### src/rtl/cs_range_decoder.sv
module cs_range_decoder #(
  parameter int NUM_ROWS   = 4,
  parameter int ADDR_W     = 40,
  parameter int UNIT_SHIFT = 24
) (
  input  logic                          clk,
  input  logic                          rst_n,
  input  logic                          wr_en,
  input  logic [$clog2(NUM_ROWS+1)-1:0] wr_sel,
  input  logic [31:0]                   wr_data,
  input  logic [ADDR_W-1:0]             phys_addr,
  output logic [NUM_ROWS-1:0]           cs_match,
  output logic [$clog2(NUM_ROWS)-1:0]   row_idx,
  output logic                          out_of_range,
  output logic [2:0]                    mem_type,
  output logic                          registered
);
  localparam int SEL_W  = $clog2(NUM_ROWS + 1);
  localparam int IDX_W  = $clog2(NUM_ROWS);
  localparam int PAGE_W = ADDR_W - UNIT_SHIFT;

  logic [31:0]         bnd_q [NUM_ROWS];
  logic [31:0]         cfg_q;
  logic [NUM_ROWS-1:0] hit;
  logic [PAGE_W-1:0]   page;
  logic [IDX_W-1:0]    win;
  logic                any;

  assign page = phys_addr[ADDR_W-1:UNIT_SHIFT];

  always_ff @(posedge clk) begin
    if (!rst_n) begin
      for (int i = 0; i < NUM_ROWS; i++) bnd_q[i] <= '0;
      cfg_q <= '0;
    end else if (wr_en) begin
      for (int i = 0; i < NUM_ROWS; i++)
        if (wr_sel == SEL_W'(i)) bnd_q[i] <= wr_data;
      if (wr_sel == SEL_W'(NUM_ROWS)) cfg_q <= wr_data;
    end
  end

  for (genvar g = 0; g < NUM_ROWS; g++) begin : g_row
    logic [PAGE_W-1:0] lo, hi;
    assign lo = PAGE_W'(bnd_q[g][31:16]);
    assign hi = PAGE_W'(bnd_q[g][15:0]);
    assign hit[g] = (lo != hi) && (page >= lo) && (page <= hi);
  end

  always_comb begin
    win = '0;
    any = 1'b0;
    for (int i = NUM_ROWS - 1; i >= 0; i--)
      if (hit[i]) begin
        win = IDX_W'(i);
        any = 1'b1;
      end
  end

  assign cs_match     = any ? (NUM_ROWS'(1) << win) : '0;
  assign row_idx      = win;
  assign out_of_range = !any;

  always_comb begin
    case (cfg_q[31:24])
      8'h02:   mem_type = 3'd1;
      8'h03:   mem_type = 3'd2;
      8'h07:   mem_type = 3'd3;
      8'h05:   mem_type = 3'd4;
      default: mem_type = 3'd0;
    endcase
  end

  assign registered = cfg_q[16];
endmodule


### config.mk
export PLATFORM = sky130hd
export DESIGN_NAME = cs_range_decoder
export DESIGN_NICKNAME = d
export VERILOG_FILES = /design/src/rtl/cs_range_decoder.sv
export SDC_FILE = /design/constraint.sdc
export NUM_CORES = 1
export LEC_CHECK = 0
export BUFFER_PORTS_ARGS = -buffer_cell sky130_fd_sc_hd__buf_2
export CORE_MARGIN = 8
export CORE_UTILIZATION = 40
export DETAILED_ROUTE_END_ITERATION = 16
export GPL_ROUTABILITY_DRIVEN = 0
export SYNTH_ARGS = -nofsm -noshare
export SYNTH_HDL_FRONTEND = slang
export SYNTH_SLANG_ARGS = --single-unit
### constraint.sdc
create_clock -name clk -period 6 [get_ports clk]
set_input_delay 1.2 -clock clk [delete_from_list [all_inputs] [get_ports clk]]
set_output_delay 1.2 -clock clk [all_outputs]
set_load 0.02 [all_outputs]
==> run metrics, run 1 <==
status finished clean; DRC 0; H-tree level count 4; first-pass GRT wire length 37420 um; Reg2Reg Launch Point cfg_q[26]$_SDFFE_PN0P_; Syn Inst Count 849; CTS Buf Count 17; fin crit period 4.888 ns; Worst-path clk slew 0.06 ns; Antenna Nets Post-Route 0; met3 WL 1211 um; RSZ-0062 raised after global routing no; Die Width 166.3 um; Seq/Total Area, Yosys 44.55%; final instance area 10360 um^2; FF-to-FF End cfg_q[26]$_SDFFE_PN0P_; maximum clock insertion buffer count 2; Die Area 27650 um^2; hold_buf cts 0; worst-margin pin slew 0.6465 ns; Area growth, synth to finish 14.66%; Seq cells post-synth 137; worst path required time 4.80 ns; clk sink count 137; drt initial violations 399; CP Capture Type primary output; Hold WC Path Type register to register; I/O pins 89; CTS tree done; buffers and inverters on the worst path 3; Setup TNS 0 ns; peak supply drop 0.0002051 V; Synth area leader edfxtp_1; cell chain of the critical path buf_2 -> inv_1 -> ha_1 -> nand2b_1 -> a211oi_1 -> o21bai_1 -> o2111ai_1 -> a211o_1 -> a221o_1 -> nand2b_2 -> a21oi_2 -> buf_2; pin count of the biggest net entering global routing 33; Area contributors post-synth edfxtp_1 43%, ha_1 18%, and2_1 8.9%; worst hold start cfg_q[30]$_SDFFE_PN0P_; most frequent CP cell buf_2; Top Family by Delay on Critical Path compound AO/OA/AOI/OAI gates; Pwr Density 254.4 nW/um^2; first drt pass iteration count 5; Post-synth top cells 128 x and2_1, 128 x edfxtp_1, 128 x ha_1; Fin. Hold Viols 0; data arrival time of the worst path 3.69 ns; starting density of the core 40.26%; via count 6204; Hold EP cfg_q[30]$_SDFFE_PN0P_; gr ovfl total 0; critical setup path kind input port to primary output; Max-Slew Margin vs Limit 55.78%; PortBufs 64; Yosys top cell area share 42.55%; Primary FF master, synth edfxtp_1; Worst setup SP type input port; DPL Wire Length 18760 um; post_cts resized 0; max_cap viols 0; number of global-route vias before repair 6273; Root Buffer clkbuf_16; Mean Syn Cell Area 10.64 um^2; post-synth cell types 45; core area 22430 um^2; critical-path maximum fanout 8; fraction of registers with async set/reset 0%; FP Rows 55; synthesized cell area 9032 um^2; R2R Setup Slk 5.29 ns; WL met1 11630 um; Tcrit/Tclk final 81.46%; Hold Path Depth 2; Slew Viols, Final 0; worst r2r path cells 2; Post-Syn Nets 1055; Max stage delay on crit path 0.30 ns; Synth Warn # 0; initial antenna violation count 1; placed cells 1192; drt total wl 24530 um; All-Layer GR Usage 18.06%; die height 166.3 um; Final Skew 0 ns; fmax 204.6 MHz; top sig layer met4; Final Instance Count excl. Fillers 1225; setup bufs post-CTS 0; EDFF count, synth 128; Nets 1132; met2 WL 10810 um; share of cells above drive strength 1 12.35%; leak pwr 0.004594 uW; endpoints failing setup 0; dpl cell area 9777 um^2; worst hold margin 0.4582 ns; WL per Instance 20.02 um; vias per cell 5.064; clk_lat worst skew 0.42 ns; Worst path slowest cell a211oi_1
## layout by cell type, fill, tap and decap left out, drive strengths merged, types with 2 or more instances in the layout
cell type  netlist  layout
xor2            16      16
a211o            3       3
o21ai           16      16
o31ai            2       2
inv            124     127
nor2            21      21
clkinv           0       9
edfxtp         128     128
nand2b           8       8
nand4           36      36
a21o            23      23
buf              0      72
and2           129     129
nor2b            5       5
nand3            7       7
a221o            2       2
nor4            10      10
and4             2       2
nand2           31      31
ha             128     128
and3             3       3
a21oi           36      36
xnor2           49      49
a21boi           9       9
o21bai           2       2
dfxtp            9       9
clkbuf          14      17
a221oi           2       2
nor3             5       5
o211ai           6       6
or2              2       2
a2111oi          2       2
o21a             3       3
bufinv           0       2
a211oi           9       9
## worst min-delay path: cells and delay by family (launching register included)
kind	cells	cell delay [ns]
simple gates	1	0.05
compound gates	1	0.06
flops	1	0.30
## worst max-delay path by stage
stage | slack [ns] | end | cells after the start | start
after global routing | 0.89 | out_of_range | 12 | phys_addr[24]
after global placement | 1.07 | out_of_range | 12 | phys_addr[24]
after floorplan | 1.72 | bnd_q[0][0]$_SDFFCE_PN0P_ | 2 | wr_sel[0]
final | 1.11 | row_idx[0] | 12 | phys_addr[24]
after detailed placement | 1.11 | out_of_range | 12 | phys_addr[24]
after CTS | 1.10 | out_of_range | 12 | phys_addr[24]
## stage by stage
step / setup slack, ns / power [uW] / utilization [%]
2_1_floorplan: 1.724 / 1433 / -
4_1_cts: 1.102 / 2649 / 46.15
3_5_place_dp: 1.108 / 1616 / 43.58
5_1_grt: 0.8945 / 2740 / 46.15
6_report: 1.112 / 2634 / 46.16
3_3_place_gp: 1.070 / 1610 / 43.58
## report_power, final
part,leakage (uW),internal (uW),switching [uW]
Sequential,0.00131,1110,48.9
Combinational,0.00300,173,266
Clock,0.000283,612,426
## registers in the layout, summed over array words and instances, names as in the netlist
register and count:
cfg_q 9, bnd_q 128
## cell families after synthesis
group,Yosys count,share of synthesized area (%)
compound gates,118,8.893
xor+xnor,65,6.303
fa+ha+maj,128,17.73
buf+inv,138,5.735
flops,137,44.55
simple gates,263,16.79
## routing by layer
layer,track usage [%],up-vias
li1,-,3124
met1,24.24,2903
met2,27.91,144
met3,3.233,33
met4,8.382,0
met5,0,-
## area by class of cell
cell class | instances | area (um^2)
repair buffers | 72 | 380.4
well taps | 285 | 356.6
clock inverters | 15 | 151.4
flip-flops and latches | 137 | 4024
clock buffers | 17 | 425.4
inverters | 124 | 465.4
multi-input cells | 574 | 4551
diodes | 1 | 2.502
fillers | 2083 | 12080
Power figures use the tool's default switching activity.
==> run 2, diff against run 1 <==
clock period = 4.6 ns   (was 6 ns; I/O delays follow)
==> run 2 against run 1 <==
Final cell count did not move. Clock power rose by 34%. Total power rose by 32%. Register-to-register slack got worse by 1.4 ns. Sequential power rose by 30%. Sequential share of layout area fell by 0.061 points. Via count rose by 0.79%. Final area rose by 0.16%. Worst hold slack did not move. Die area did not move. Clock skew did not move. Count of clock-buffer cells in the layout rose by 3. Critical endpoint is now out_of_range.
==> run metrics, run 2 (synthesis gave the netlist of run 1 again) <==
core area 22430 um^2 (unchanged); WL per Instance 19.98 um (-0.22%); WP depth 12 (unchanged); gr ovfl total 0 (unchanged); hold_buf cts 0 (unchanged); RSZ-0062 raised after global routing no; first-pass GRT wire length 37750 um (+0.88%); drt initial violations 468 (+17%); Setup TNS 0 ns (unchanged); first drt pass iteration count 7 (+2); max_cap viols 0 (unchanged); Most flops, register bnd_q; pre-CTS setup slack 0.2841 ns (-0.8236 ns); most frequent cells in the layout 128 x and2_1, 128 x ha_1, 128 x edfxtp_1; Fin. Hold Viols 0 (unchanged); maximum clock insertion buffer count 2 (unchanged); post_cts resized 0 (unchanged); Hold Path Depth 2 (unchanged); DRC 0 (unchanged); All-Layer GR Usage 18.11% (+0.046 points); Max stage delay on crit path 0.42 ns (+0.12 ns); worst path required time 3.68 ns (-1.12 ns); Fill cells 2111 (+1.3%); status finished clean; Die Area 27650 um^2 (unchanged); cell chain of the critical path buf_2 -> inv_1 -> ha_1 -> nand2b_1 -> a2111oi_0 -> nor4_1 -> o21ai_1 -> a21o_1 -> a211oi_1 -> or2_4 -> nor2_1 -> buf_2; buffers and inverters on the worst path 3 (unchanged); Final WS setup 0.2942 ns (-0.8183 ns); setup bufs post-CTS 0 (unchanged); H-tree level count 4 (unchanged); Worst setup SP type input port; CP Capture Type primary output; FP Rows 55 (unchanged); critical-path maximum fanout 8 (unchanged); critical setup path kind input port to primary output; CTS Buf Count 17 (unchanged); Die Width 166.3 um (unchanged); worst-margin pin slew 1.169 ns (+0.5229 ns); worst r2r path cells 2 (unchanged); via count 6253 (+0.79%); initial antenna violation count 0 (-1); Slew Viols, Final 0 (unchanged); Final Core Density 46.24% (+0.072 points); most frequent CP cell buf_2; drt total wl 24470 um (-0.22%); Worst path slowest cell a2111oi_0; vias per cell 5.104 (+0.79%); Final Instance Count excl. Fillers 1225 (unchanged); Root Buffer clkbuf_16; Tcrit/Tclk final 93.60%; Nets 1133 (+0.088%); die height 166.3 um (unchanged); starting density of the core 40.26% (unchanged); Worst-path clk slew 0.06 ns (about the same); PortBufs 64 (unchanged); placed cells 1193 (+0.084%); Pwr Density 334.6 nW/um^2 (+32%); peak supply drop 0.0002568 V (+25%); largest registers bnd_q x128, cfg_q x9; Hold WC Path Type register to register; CTS tree done; Final Skew 0 ns (unchanged); Antenna Nets Post-Route 0 (unchanged); pin count of the biggest net entering global routing 33 (unchanged); leak pwr 0.004590 uW (about the same); clk sink count 137 (unchanged); fin crit period 4.306 ns; Top Family by Delay on Critical Path compound AO/OA/AOI/OAI gates; I/O pins 89 (unchanged); number of global-route vias before repair 6397 (+2.0%); endpoints failing setup 0 (unchanged); data arrival time of the worst path 3.39 ns (-0.30 ns); Area growth, synth to finish 14.84%; fmax 232.2 MHz; DPL Wire Length 18960 um (+1.1%); max reg flops 128 (unchanged); Max-Slew Margin vs Limit 21.75% (-34 points); clk_lat worst skew 0.43 ns (about the same); share of cells above drive strength 1 12.23% (-0.12 points); diode count 0 (-1)
[run 2: layout make-up]
type / instances / area [um^2] / share of cell area (%)
Clock buffer: 20 / 436.7 / 4.210
Clock inverter: 12 / 151.4 / 1.460
Sequential cell: 137 / 4024 / 38.79
Timing Repair Buffer: 73 / 387.9 / 3.739
Tap cell: 285 / 356.6 / 3.438
Multi-Input combinational cell: 574 / 4551 / 43.87
Inverter: 124 / 465.4 / 4.487
[run 2: power by group]
part	leakage [uW]	switching [uW]	internal [uW]	total (uW)
Clock	0.000274	538	849	1390
Sequential	0.00131	62.3	1450	1510
Combinational	0.00301	347	227	575
Total	0.00459	948	2520	3470
[run 2: metrics by stage]
| stage | hold WS [ns] | power, uW | area [um^2] |
|---|---|---|---|
| after detailed placement | 0.4546 | 2111 | 9784 |
| after global routing | 0.4818 | 3611 | 10370 |
| after CTS | 0.4629 | 3485 | 10370 |
| final | 0.4582 | 3470 | 10370 |
| after global placement | 0.4454 | 2102 | 9784 |
| after floorplan | 0.4379 | 1869 | 9032 |
[run 2: worst min-delay path, stage by stage, from the launching register on]
cell	delay [ns]
dfxtp_1	0.30
nand2_1	0.04
a21boi_0	0.06
[run 2: per-layer routing]
layer	share of wire, %	routed length [um]	global-route usage [%]
met1	48	11630	24.18
met4	2.2	531	6.385
met5	0	0	0
met3	4.4	1088	3.043
met2	46	11220	29.20
[run 2: final timing paths]
path                       endpoint  slack [ns]                    from
max                    out_of_range        0.29           phys_addr[24]
max reg2reg  cfg_q[24]$_SDFFE_PN0P_        3.90  cfg_q[24]$_SDFFE_PN0P_
min reg2reg  cfg_q[30]$_SDFFE_PN0P_        0.46  cfg_q[30]$_SDFFE_PN0P_
min          cfg_q[30]$_SDFFE_PN0P_        0.46  cfg_q[30]$_SDFFE_PN0P_
